File: config.mk
export PLATFORM = sky130hd
export DESIGN_NAME = mdma_host_engine
export DESIGN_NICKNAME = d
export VERILOG_FILES = /design/src/rtl/mdma_pkg.sv /design/src/rtl/mdma_sync.sv /design/src/rtl/mdma_timing.sv /design/src/rtl/mdma_word_ctr.sv /design/src/rtl/mdma_host_engine.sv
export SDC_FILE = /design/constraint.sdc
export NUM_CORES = 1
export LEC_CHECK = 0
export BUFFER_PORTS_ARGS = -buffer_cell sky130_fd_sc_hd__buf_2
export CAP_MARGIN = 15
export CORE_MARGIN = 1
export CORE_UTILIZATION = 50
export CTS_BUF_LIST = sky130_fd_sc_hd__clkbuf_16
export CTS_CLUSTER_SIZE = 24
export DETAILED_ROUTE_END_ITERATION = 6
export PLACE_DENSITY = 0.87
export SLEW_MARGIN = 20
export SYNTH_ARGS = -nofsm -noshare
export SYNTH_HDL_FRONTEND = slang
export SYNTH_SLANG_ARGS = --single-unit
File: constraint.sdc
create_clock -name clk_i -period 3.1 [get_ports clk_i]
set_clock_uncertainty 0.2 [all_clocks]
set_input_delay 0.62 -clock clk_i [delete_from_list [all_inputs] [get_ports clk_i]]
set_output_delay 0.62 -clock clk_i [all_outputs]
set_load 0.005 [all_outputs]
File: src/rtl/mdma_pkg.sv
package mdma_pkg;

  // Per-mode timing minimums in nanoseconds, index = mode
  localparam int unsigned CYCLE_NS  [2] = '{480, 150};
  localparam int unsigned STROBE_NS [2] = '{215, 80};
  localparam int unsigned RDNEG_NS  [2] = '{50, 50};
  localparam int unsigned WRNEG_NS  [2] = '{215, 50};
  localparam int unsigned ACCESS_NS [2] = '{150, 60};
  localparam int unsigned WHOLD_NS  [2] = '{20, 15};
  localparam int unsigned ACKHOLD_NS[2] = '{20, 5};

  typedef enum logic [2:0] {
    ST_IDLE,
    ST_WAIT,
    ST_GAP,
    ST_ACT,
    ST_HOLD
  } eng_state_e;

  function automatic int unsigned ns2tk(input int unsigned ns, input int unsigned per);
    return (ns + per - 1) / per;
  endfunction

  function automatic int unsigned tmax(input int unsigned a, input int unsigned b);
    return (a > b) ? a : b;
  endfunction

endpackage

File: src/rtl/mdma_sync.sv
module mdma_sync #(
  parameter int unsigned STAGES = 2
) (
  input  logic clk_i,
  input  logic rst_ni,
  input  logic d_i,
  output logic q_o
);
  logic [STAGES-1:0] chain_q;

  always_ff @(posedge clk_i or negedge rst_ni) begin
    if (!rst_ni) chain_q <= '0;
    else         chain_q <= {chain_q[STAGES-2:0], d_i};
  end

  assign q_o = chain_q[STAGES-1];
endmodule

File: src/rtl/mdma_timing.sv
module mdma_timing
  import mdma_pkg::*;
#(
  parameter int unsigned CLK_PERIOD_NS = 8,
  parameter int unsigned TICK_W        = 8
) (
  input  logic              mode_i,
  output logic [TICK_W-1:0] act_o,
  output logic [TICK_W-1:0] rd_neg_o,
  output logic [TICK_W-1:0] wr_neg_o,
  output logic [TICK_W-1:0] hold_o
);
  localparam int unsigned NMODES = 2;

  logic [TICK_W-1:0] act_t  [NMODES];
  logic [TICK_W-1:0] rdn_t  [NMODES];
  logic [TICK_W-1:0] wrn_t  [NMODES];
  logic [TICK_W-1:0] hold_t [NMODES];

  for (genvar m = 0; m < NMODES; m++) begin : g_mode
    localparam int unsigned CYC  = ns2tk(CYCLE_NS[m], CLK_PERIOD_NS);
    localparam int unsigned ACT  = tmax(ns2tk(STROBE_NS[m], CLK_PERIOD_NS),
                                        ns2tk(ACCESS_NS[m], CLK_PERIOD_NS));
    localparam int unsigned REST = (CYC > ACT) ? (CYC - ACT) : 0;
    localparam int unsigned WHLD = ns2tk(WHOLD_NS[m], CLK_PERIOD_NS);
    localparam int unsigned RNEG = tmax(ns2tk(RDNEG_NS[m], CLK_PERIOD_NS), REST);
    localparam int unsigned WNEG = tmax(tmax(ns2tk(WRNEG_NS[m], CLK_PERIOD_NS), REST), WHLD);
    localparam int unsigned HLD  = tmax(tmax(ns2tk(ACKHOLD_NS[m], CLK_PERIOD_NS), WHLD), 1);
    assign act_t[m]  = TICK_W'(ACT);
    assign rdn_t[m]  = TICK_W'(RNEG);
    assign wrn_t[m]  = TICK_W'(WNEG);
    assign hold_t[m] = TICK_W'(HLD);
  end

  assign act_o    = act_t[mode_i];
  assign rd_neg_o = rdn_t[mode_i];
  assign wr_neg_o = wrn_t[mode_i];
  assign hold_o   = hold_t[mode_i];
endmodule

File: src/rtl/mdma_word_ctr.sv
module mdma_word_ctr #(
  parameter int unsigned CNT_W = 16
) (
  input  logic             clk_i,
  input  logic             rst_ni,
  input  logic             load_i,
  input  logic [CNT_W-1:0] load_val_i,
  input  logic             dec_i,
  output logic             last_o,
  output logic             empty_o
);
  logic [CNT_W-1:0] rem_q;

  always_ff @(posedge clk_i or negedge rst_ni) begin
    if (!rst_ni)                 rem_q <= '0;
    else if (load_i)             rem_q <= load_val_i;
    else if (dec_i && rem_q != 0) rem_q <= rem_q - 1'b1;
  end

  assign last_o  = (rem_q == CNT_W'(1));
  assign empty_o = (rem_q == '0);
endmodule

File: src/rtl/mdma_host_engine.sv
module mdma_host_engine
  import mdma_pkg::*;
#(
  parameter int unsigned CLK_PERIOD_NS = 8,
  parameter int unsigned DATA_W        = 16,
  parameter int unsigned CNT_W         = 16,
  parameter int unsigned TICK_W        = 8,
  parameter int unsigned SYNC_STAGES   = 2
) (
  input  logic              clk_i,
  input  logic              rst_ni,
  input  logic              arm_i,
  input  logic              arm_write_i,
  input  logic              arm_mode_i,
  input  logic [CNT_W-1:0]  arm_words_i,
  input  logic              abort_i,
  input  logic              dev_req_i,
  output logic              host_ack_o,
  output logic              rd_stb_o,
  output logic              wr_stb_o,
  output logic [DATA_W-1:0] bus_dout_o,
  output logic              bus_oe_o,
  input  logic [DATA_W-1:0] bus_din_i,
  input  logic              s_valid_i,
  output logic              s_ready_o,
  input  logic [DATA_W-1:0] s_data_i,
  output logic              m_valid_o,
  input  logic              m_ready_i,
  output logic [DATA_W-1:0] m_data_o,
  output logic              busy_o,
  output logic              done_o
);

  eng_state_e        state_q, state_d;
  logic [TICK_W-1:0] tmr_q, tmr_d;
  logic              dir_wr_q, mode_q, abort_q, done_q;
  logic              m_valid_q;
  logic [DATA_W-1:0] m_data_q, dout_q;
  logic              req_s;
  logic [TICK_W-1:0] act_t, rd_neg_t, wr_neg_t, hold_t, neg_t;
  logic              ctr_last, ctr_empty;
  logic              start, gap_ready, can_go, wr_go, rd_go, go, act_end;

  // Request synchronizer
  mdma_sync #(.STAGES(SYNC_STAGES)) u_req_sync (
    .clk_i (clk_i),
    .rst_ni(rst_ni),
    .d_i   (dev_req_i),
    .q_o   (req_s)
  );

  // Mode-dependent tick counts
  mdma_timing #(.CLK_PERIOD_NS(CLK_PERIOD_NS), .TICK_W(TICK_W)) u_timing (
    .mode_i  (mode_q),
    .act_o   (act_t),
    .rd_neg_o(rd_neg_t),
    .wr_neg_o(wr_neg_t),
    .hold_o  (hold_t)
  );

  assign neg_t = dir_wr_q ? wr_neg_t : rd_neg_t;

  // Remaining-word counter
  mdma_word_ctr #(.CNT_W(CNT_W)) u_words (
    .clk_i     (clk_i),
    .rst_ni    (rst_ni),
    .load_i    (start),
    .load_val_i(arm_words_i),
    .dec_i     (act_end),
    .last_o    (ctr_last),
    .empty_o   (ctr_empty)
  );

  assign start     = (state_q == ST_IDLE) && arm_i && (arm_words_i != '0);
  assign gap_ready = (state_q == ST_GAP) && (tmr_q == '0);
  assign can_go    = gap_ready && !abort_q && req_s && !ctr_empty;
  assign s_ready_o = can_go && dir_wr_q;
  assign wr_go     = s_ready_o && s_valid_i;
  assign rd_go     = can_go && !dir_wr_q && !m_valid_q;
  assign go        = wr_go || rd_go;
  assign act_end   = (state_q == ST_ACT) && (tmr_q == '0);

  always_comb begin
    state_d = state_q;
    tmr_d   = (tmr_q == '0) ? '0 : tmr_q - 1'b1;
    unique case (state_q)
      ST_IDLE: if (start) state_d = ST_WAIT;
      ST_WAIT: begin
        if (abort_q) begin
          state_d = ST_IDLE;
        end else if (req_s) begin
          state_d = ST_GAP;
          tmr_d   = '0;
        end
      end
      ST_GAP: begin
        if (gap_ready && (abort_q || ctr_empty)) begin
          state_d = ST_HOLD;
          tmr_d   = hold_t - 1'b1;
        end else if (go) begin
          state_d = ST_ACT;
          tmr_d   = act_t - 1'b1;
        end
      end
      ST_ACT: begin
        if (act_end) begin
          if (ctr_last) begin
            state_d = ST_HOLD;
            tmr_d   = hold_t - 1'b1;
          end else begin
            state_d = ST_GAP;
            tmr_d   = neg_t - 1'b1;
          end
        end
      end
      ST_HOLD: if (tmr_q == '0) state_d = ST_IDLE;
      default: state_d = ST_IDLE;
    endcase
  end

  always_ff @(posedge clk_i or negedge rst_ni) begin
    if (!rst_ni) begin
      state_q  <= ST_IDLE;
      tmr_q    <= '0;
      dir_wr_q <= 1'b0;
      mode_q   <= 1'b0;
      abort_q  <= 1'b0;
      done_q   <= 1'b0;
    end else begin
      state_q <= state_d;
      tmr_q   <= tmr_d;
      done_q  <= ((state_q == ST_HOLD) && (tmr_q == '0)) ||
                 ((state_q == ST_WAIT) && abort_q);
      if (start) begin
        dir_wr_q <= arm_write_i;
        mode_q   <= arm_mode_i;
      end
      if (state_q == ST_IDLE) abort_q <= 1'b0;
      else if (abort_i)       abort_q <= 1'b1;
    end
  end

  // Write data register, loaded as the strobe starts
  always_ff @(posedge clk_i or negedge rst_ni) begin
    if (!rst_ni)    dout_q <= '0;
    else if (wr_go) dout_q <= s_data_i;
  end

  // Read holding register with valid/ready output
  always_ff @(posedge clk_i or negedge rst_ni) begin
    if (!rst_ni) begin
      m_valid_q <= 1'b0;
      m_data_q  <= '0;
    end else if (act_end && !dir_wr_q) begin
      m_valid_q <= 1'b1;
      m_data_q  <= bus_din_i;
    end else if (m_valid_q && m_ready_i) begin
      m_valid_q <= 1'b0;
    end
  end

  assign host_ack_o = (state_q == ST_GAP) || (state_q == ST_ACT) || (state_q == ST_HOLD);
  assign rd_stb_o   = (state_q == ST_ACT) && !dir_wr_q;
  assign wr_stb_o   = (state_q == ST_ACT) && dir_wr_q;
  assign bus_oe_o   = host_ack_o && dir_wr_q;
  assign bus_dout_o = dout_q;
  assign m_valid_o  = m_valid_q;
  assign m_data_o   = m_data_q;
  assign busy_o     = (state_q != ST_IDLE);
  assign done_o     = done_q;

endmodule

== Yosys cells after proc, flatten, opt, wreduce, memory -nomap -nowiden ==
Cells that the tools add are included.

* Bits in registers: 66
* Latch bits: 0
* Bits in writable memories: 0
* Bits in read-only memories: 0
* Bits of input ports: 57
* Output and inout bits: 40
* Logic and storage cells: 99
* Memories: 0

* Add/subtract/negate cells: 5
* Multipliers: 0
* Divide/modulo/power cells: 0
* $lt $le $gt $ge: 1
* Equality and inequality tests: 10
* Shifts and indexed selects: 0
* Multiplexer cells: 32
* Bitwise gates (word level): 1
* Reductions and logical operators: 39

{| class="wikitable"
|+ Operators by type and width
! cell !! number
|-
| 2-to-1 mux 8 bit || 13
|-
| 2-to-1 mux 16 bit || 2
|-
| nonzero test 16 bit || 2
|-
| subtractor 8 x 1 -> 8 bit (second input constant) || 4
|-
| 2-to-1 mux 3 bit || 8
|-
| one-hot mux 8 bit (3 select lines) || 1
|-
| logical AND 1 bit || 20
|-
| == test 16 x 1 -> 1 bit (second input constant) || 1
|-
| zero test 16 bit || 1
|-
| subtractor 16 x 1 -> 16 bit (second input constant) || 1
|-
| one-hot mux 3 bit (5 select lines) || 1
|-
| zero test 8 bit || 1
|-
| == test 3 x 2 -> 1 bit (second input constant) || 2
|-
| 2-to-1 mux 6 bit || 1
|-
| != test 2 bit (second input constant) || 3
|-
| != test 3 x 2 -> 1 bit (second input constant) || 2
|-
| nonzero test 2 bit || 3
|-
| logical OR 1 bit || 5
|-
| 2-to-1 mux 1 bit || 5
|-
| 2-to-1 mux 5 bit || 1
|-
| AND reduction 5 bit || 1
|-
| zero test 1 bit || 4
|-
| == test 3 x 1 -> 1 bit (second input constant) || 1
|-
| == test 3 bit (second input constant) || 1
|-
| 4 further kinds || 4
|}

== Depth between registers and ports, before layout ==
* Depth after elaboration: 11
* Mapped depth: 9
* Depth with buffers taken out: 7

== By module ==
Synthesis repeated with hierarchy kept, for this count alone.

* Cell total of the unflattened synthesis: 432
* Area total of the unflattened synthesis: 4235.3 µm²

{| class="wikitable"
|+ Modules (own cells, without submodules)
! module !! times used !! cells an instance !! area an instance (µm²) !! seq. area each (µm²)
|-
| mdma_host_engine || 1 || 273 || 2830.2 || 1201.2
|-
| mdma_word_ctr || 1 || 123 || 1111.1 || 400.4
|-
| mdma_timing || 1 || 34 || 244.0 || 0.0
|-
| mdma_sync || 1 || 2 || 50.0 || 50.0
|}

== Least setup slack after synthesis ==
Ideal clock, no wire load.

* Kind: register to register
* Start point: register tmr_q[0]
* End point: register dout_q[10] (netlist: bus_dout_o[10])
* Setup time: 0.125 ns
* Arrival: 2.178 ns
* Required time: 2.775 ns
* Setup slack: 0.597 ns
* Cell stages (with the launch flop): 10
* Buffers on the path: 2
* Period minus slack after synthesis: 2.503 ns
* Cells stage by stage: dfrtp_1 -> inv_1 -> ha_1 -> nor4b_2 -> and2_1 -> clkbuf_2 -> nand3_1 -> nor2_2 -> buf_4 -> mux2_2

* Word-level cells in the longest chain between the ends: 7

{| class="wikitable"
|+ RTL lines
! item !! RTL line !! text
|-
| from (decl) || mdma_host_engine.sv:35 || <nowiki>logic [TICK_W-1:0] tmr_q, tmr_d;</nowiki>
|-
| from (signal assigned) || mdma_host_engine.sv:131 || <nowiki>tmr_q <= tmr_d;</nowiki>
|-
| zero test 8 bit || mdma_host_engine.sv:75 || <nowiki>assign gap_ready = (state_q == ST_GAP) && (tmr_q == '0);</nowiki>
|-
| logical AND 1 bit || mdma_host_engine.sv:75 ||
|-
| logical AND 1 bit (3 in series) || mdma_host_engine.sv:76 || <nowiki>assign can_go = gap_ready && !abort_q && req_s && !ctr_empty;</nowiki>
|-
| logical AND 1 bit || mdma_host_engine.sv:77 || <nowiki>assign s_ready_o = can_go && dir_wr_q;</nowiki>
|-
| logical AND 1 bit || mdma_host_engine.sv:78 || <nowiki>assign wr_go = s_ready_o && s_valid_i;</nowiki>
|-
| to (signal assigned) || mdma_host_engine.sv:146 || <nowiki>else if (wr_go) dout_q <= s_data_i;</nowiki>
|-
| to (decl) || mdma_host_engine.sv:38 || <nowiki>logic [DATA_W-1:0] m_data_q, dout_q;</nowiki>
|}

No other way between the ends.
A chain may end at the register's enable or synchronous reset.

== Final worst setup path ==
* Start point: register u_words.rem_q[8]
* End point: output s_ready_o

* Word-level cells in the longest chain between the ends: 4

{| class="wikitable"
|+ RTL lines
! item !! RTL line !! text
|-
| from (decl) || mdma_word_ctr.sv:12 || <nowiki>logic [CNT_W-1:0] rem_q;</nowiki>
|-
| from (signal assigned) || mdma_word_ctr.sv:16 || <nowiki>else if (load_i) rem_q <= load_val_i;</nowiki>
|-
| from (signal assigned) || mdma_word_ctr.sv:17 || <nowiki>else if (dec_i && rem_q != 0) rem_q <= rem_q - 1'b1;</nowiki>
|-
| zero test 16 bit || mdma_word_ctr.sv:21 || <nowiki>assign empty_o = (rem_q == '0);</nowiki>
|-
| zero test 1 bit || mdma_host_engine.sv:76 ||
|-
| logical AND 1 bit || mdma_host_engine.sv:76 ||
|-
| logical AND 1 bit || mdma_host_engine.sv:77 ||
|-
| to (decl) || mdma_host_engine.sv:25 || <nowiki>output logic s_ready_o,</nowiki>
|}

No other way between the ends.

==> qor.txt <==
outcome = finished clean
data arrival time of the critical path = 2070 ps
Worst EP required = 2280 ps
minimum clock period = 2890 ps
Hold Vio Cnt, Final = 0
TritonCTS clock tree = yes
largest net degree at the start of global routing = 39
die area = 6840 sq um
core area = 6310 sq um
Initial Utilization = 51.6%
Final HPWL DP = 5950 um
Synth Instances = 305
DR vias/cell = 6.09
GR Util met1 = 32.9%
clk_lat worst skew = 330 ps
Routed WL = 8770 um
Mapped Nets = 365
crit start category = register
Tightest Pin Transition = 752 ps
gr busiest metal = met2
final setup TNS = 0 ps
GP Congestion = 0.924
Final Max Tran Viols = 0
power density cells = 821 nW/um^2
final core occ = 66.0%
width of the die = 82.7 um
critical path peak fanout = 7
crit path from = u_words.rem_q[8]
Setup violations, final = 0
worst r2r src = u_words.rem_q[8]
static leakage = 2.00 nW
Residual DRC = 0
post-synthesis sequential area ratio = 50.7%
vias in the first global route = 2740
wire per inst = 17.9 um
I/O pins = 97
Core Rows = 29
Synth cell types = 55
Inserted Clock Buffers = 9
syn_area_per_cell = 10.7 sq um
GR Layer Usage met2 = 43.6%
clk buf depth = 2
clock root cell = clkbuf_16
area grow syn2layout = 27.8%
drt pass-1 iters = 5
all-layer global routing usage = 26.3%
first-pass GRT wire length = 13200 um
Worst slew margin = 49.9%
synthesis warning total = 0
met3 Resource Use GR = 7.03%
Worst-path clk slew = 60 ps
cells on worst reg2reg path = 5
Max-Cap Viols = 0
Hold Crit Class = in2async
nets@finish = 468
iteration-0 DRC count of the detailed router = 294
share of synthesized registers carrying an async set or reset = 100%
layout cells sized above 1 = 40.0%
max frequency = 346 MHz
RSZ-0062 raised after global routing = false
vias post-DR = 2986
# diodes = 0
die height = 82.7 um
Max H-tree Level = 3
fin crit share = 93.4%
number of synthesized flops with an enable pin = 0
Seq cells post-synth = 66
Cell Area, Synth = 3260 sq um
setup bufs post-CTS = 0
CTS Sinks = 66
I/O Buffers = 96
critical path capture point type = output port
Max VDD drop = 0.526 mV
GRT overflow = 0
Post-synth top flop = dfrtp_1
initial antenna violation count = 0
Setup Crit Path Kind = reg2out
final antenna-violating net count = 0
## synth_stat cells (5+ instances only)
library cell,instances,share of area [%]
nor2_1,23,2.6
nand2_1,25,2.9
nor3_1,11,1.7
inv_1,12,1.4
a21oi_1,5,0.77
o22ai_1,5,0.96
o21ai_0,14,2.2
or4_1,8,1.8
xnor2_1,5,1.3
dfrtp_1,66,51
clkbuf_1,7,0.81
mux2_2,33,11
nor4_1,9,1.7
nand3_1,11,1.7
o311ai_0,6,1.6
## layer usage
layer  vias to the layer above  wire length [um]
li1                       1353                 -
met1                      1447              3520
met2                       152              4500
met3                        34               521
met4                         0               236
met5                         -                 0
## per-stage QoR
| step | area [sq um] | setup WS, ps | power, W | cells | hold slack [ps] |
|---|---|---|---|---|---|
| after floorplan | 3260 | 597 | 0.00200 | 305 | 124 |
| after global placement | 3850 | 402 | 0.00229 | 474 | 138 |
| after detailed placement | 3850 | 306 | 0.00236 | 474 | 140 |
| after CTS | 4150 | 31.7 | 0.00338 | 490 | 142 |
| after global routing | 4170 | 55.4 | 0.00361 | 490 | 175 |
| final | 4170 | 206 | 0.00342 | 490 | 124 |
## worst max-delay path, stage by stage (launching register included)
cell and delay, ps:
dfrtp_1 450, nor4_1 560, a41oi_2 310, nand3_1 230
nor2_1 60, buf_2 140
## cell families (layout without fill, tap and decap cells)
| family | Yosys count | after routing | synth area share, % |
|---|---|---|---|
| compound gates | 54 | 54 | 11.9 |
| xor+xnor | 7 | 7 | 1.88 |
| fa+ha+maj | 3 | 3 | 1.15 |
| buf+inv | 24 | 132 | 3.11 |
| flops | 66 | 66 | 50.7 |
| mux | 33 | 33 | 11.4 |
| simple gates | 118 | 118 | 19.9 |
## final timing paths
path | end | slack (ps)
worst min-delay path | bus_dout_o[13] | 120
worst min register to register | u_req_sync.chain_q[1] | 160
max in group asynchronous | m_data_o[7] | 1940
worst max register to register | u_words.rem_q[4] | 300
min in group clk_i | u_req_sync.chain_q[1] | 160
worst max-delay path | s_ready_o | 210
## placed cells by master, fill, tap and decap left out, drive strengths merged, types with 2 or more instances in the layout
master,count
nor4,10
o22a,2
a21oi,5
nor2,24
a41oi,2
xnor2,5
and2,3
mux2,33
nor2b,2
nand3,11
clkbuf,9
or4,9
o21ai,14
buf,104
clkinvlp,3
clkinv,3
nor3,12
and3,2
xor2,2
o22ai,5
nand2,25
o311ai,6
o32ai,2
inv,12
ha,3
or3b,2
nand4,4
a221o,4
nand2b,3
o211ai,3
dfrtp,66
or3,5
## where the power goes
group | internal [W] | switching, W
sequential | 0.00112 | 0.000303
combinational | 0.000475 | 0.000518
clock | 0.000619 | 0.000381
## cell type report
type / count / area, sq um
multi-input combinational: 215 / 1520
tap: 77 / 96.3
inverter: 12 / 45.0
fill: 484 / 2150
timing repair buffer: 104 / 553
clock inverter: 7 / 70.1
clock buffer: 9 / 225
sequential: 66 / 1650
## registers in the layout (all words and copies together), names as in the netlist
register / flops
m_data_o: 16
tmr_q: 8
u_req_sync.chain_q: 2
u_words.rem_q: 16
state_q: 3
bus_dout_o: 16
dir_wr_q: 1
abort_q: 1
done_o: 1
m_valid_o: 1
mode_q: 1
## repair_timing
item | in CTS | in global routing
hold buffers | 0 | 0
resized for setup | 0 | 3
setup endpoints to repair | 0 | 1
Power figures use the tool's default switching activity.
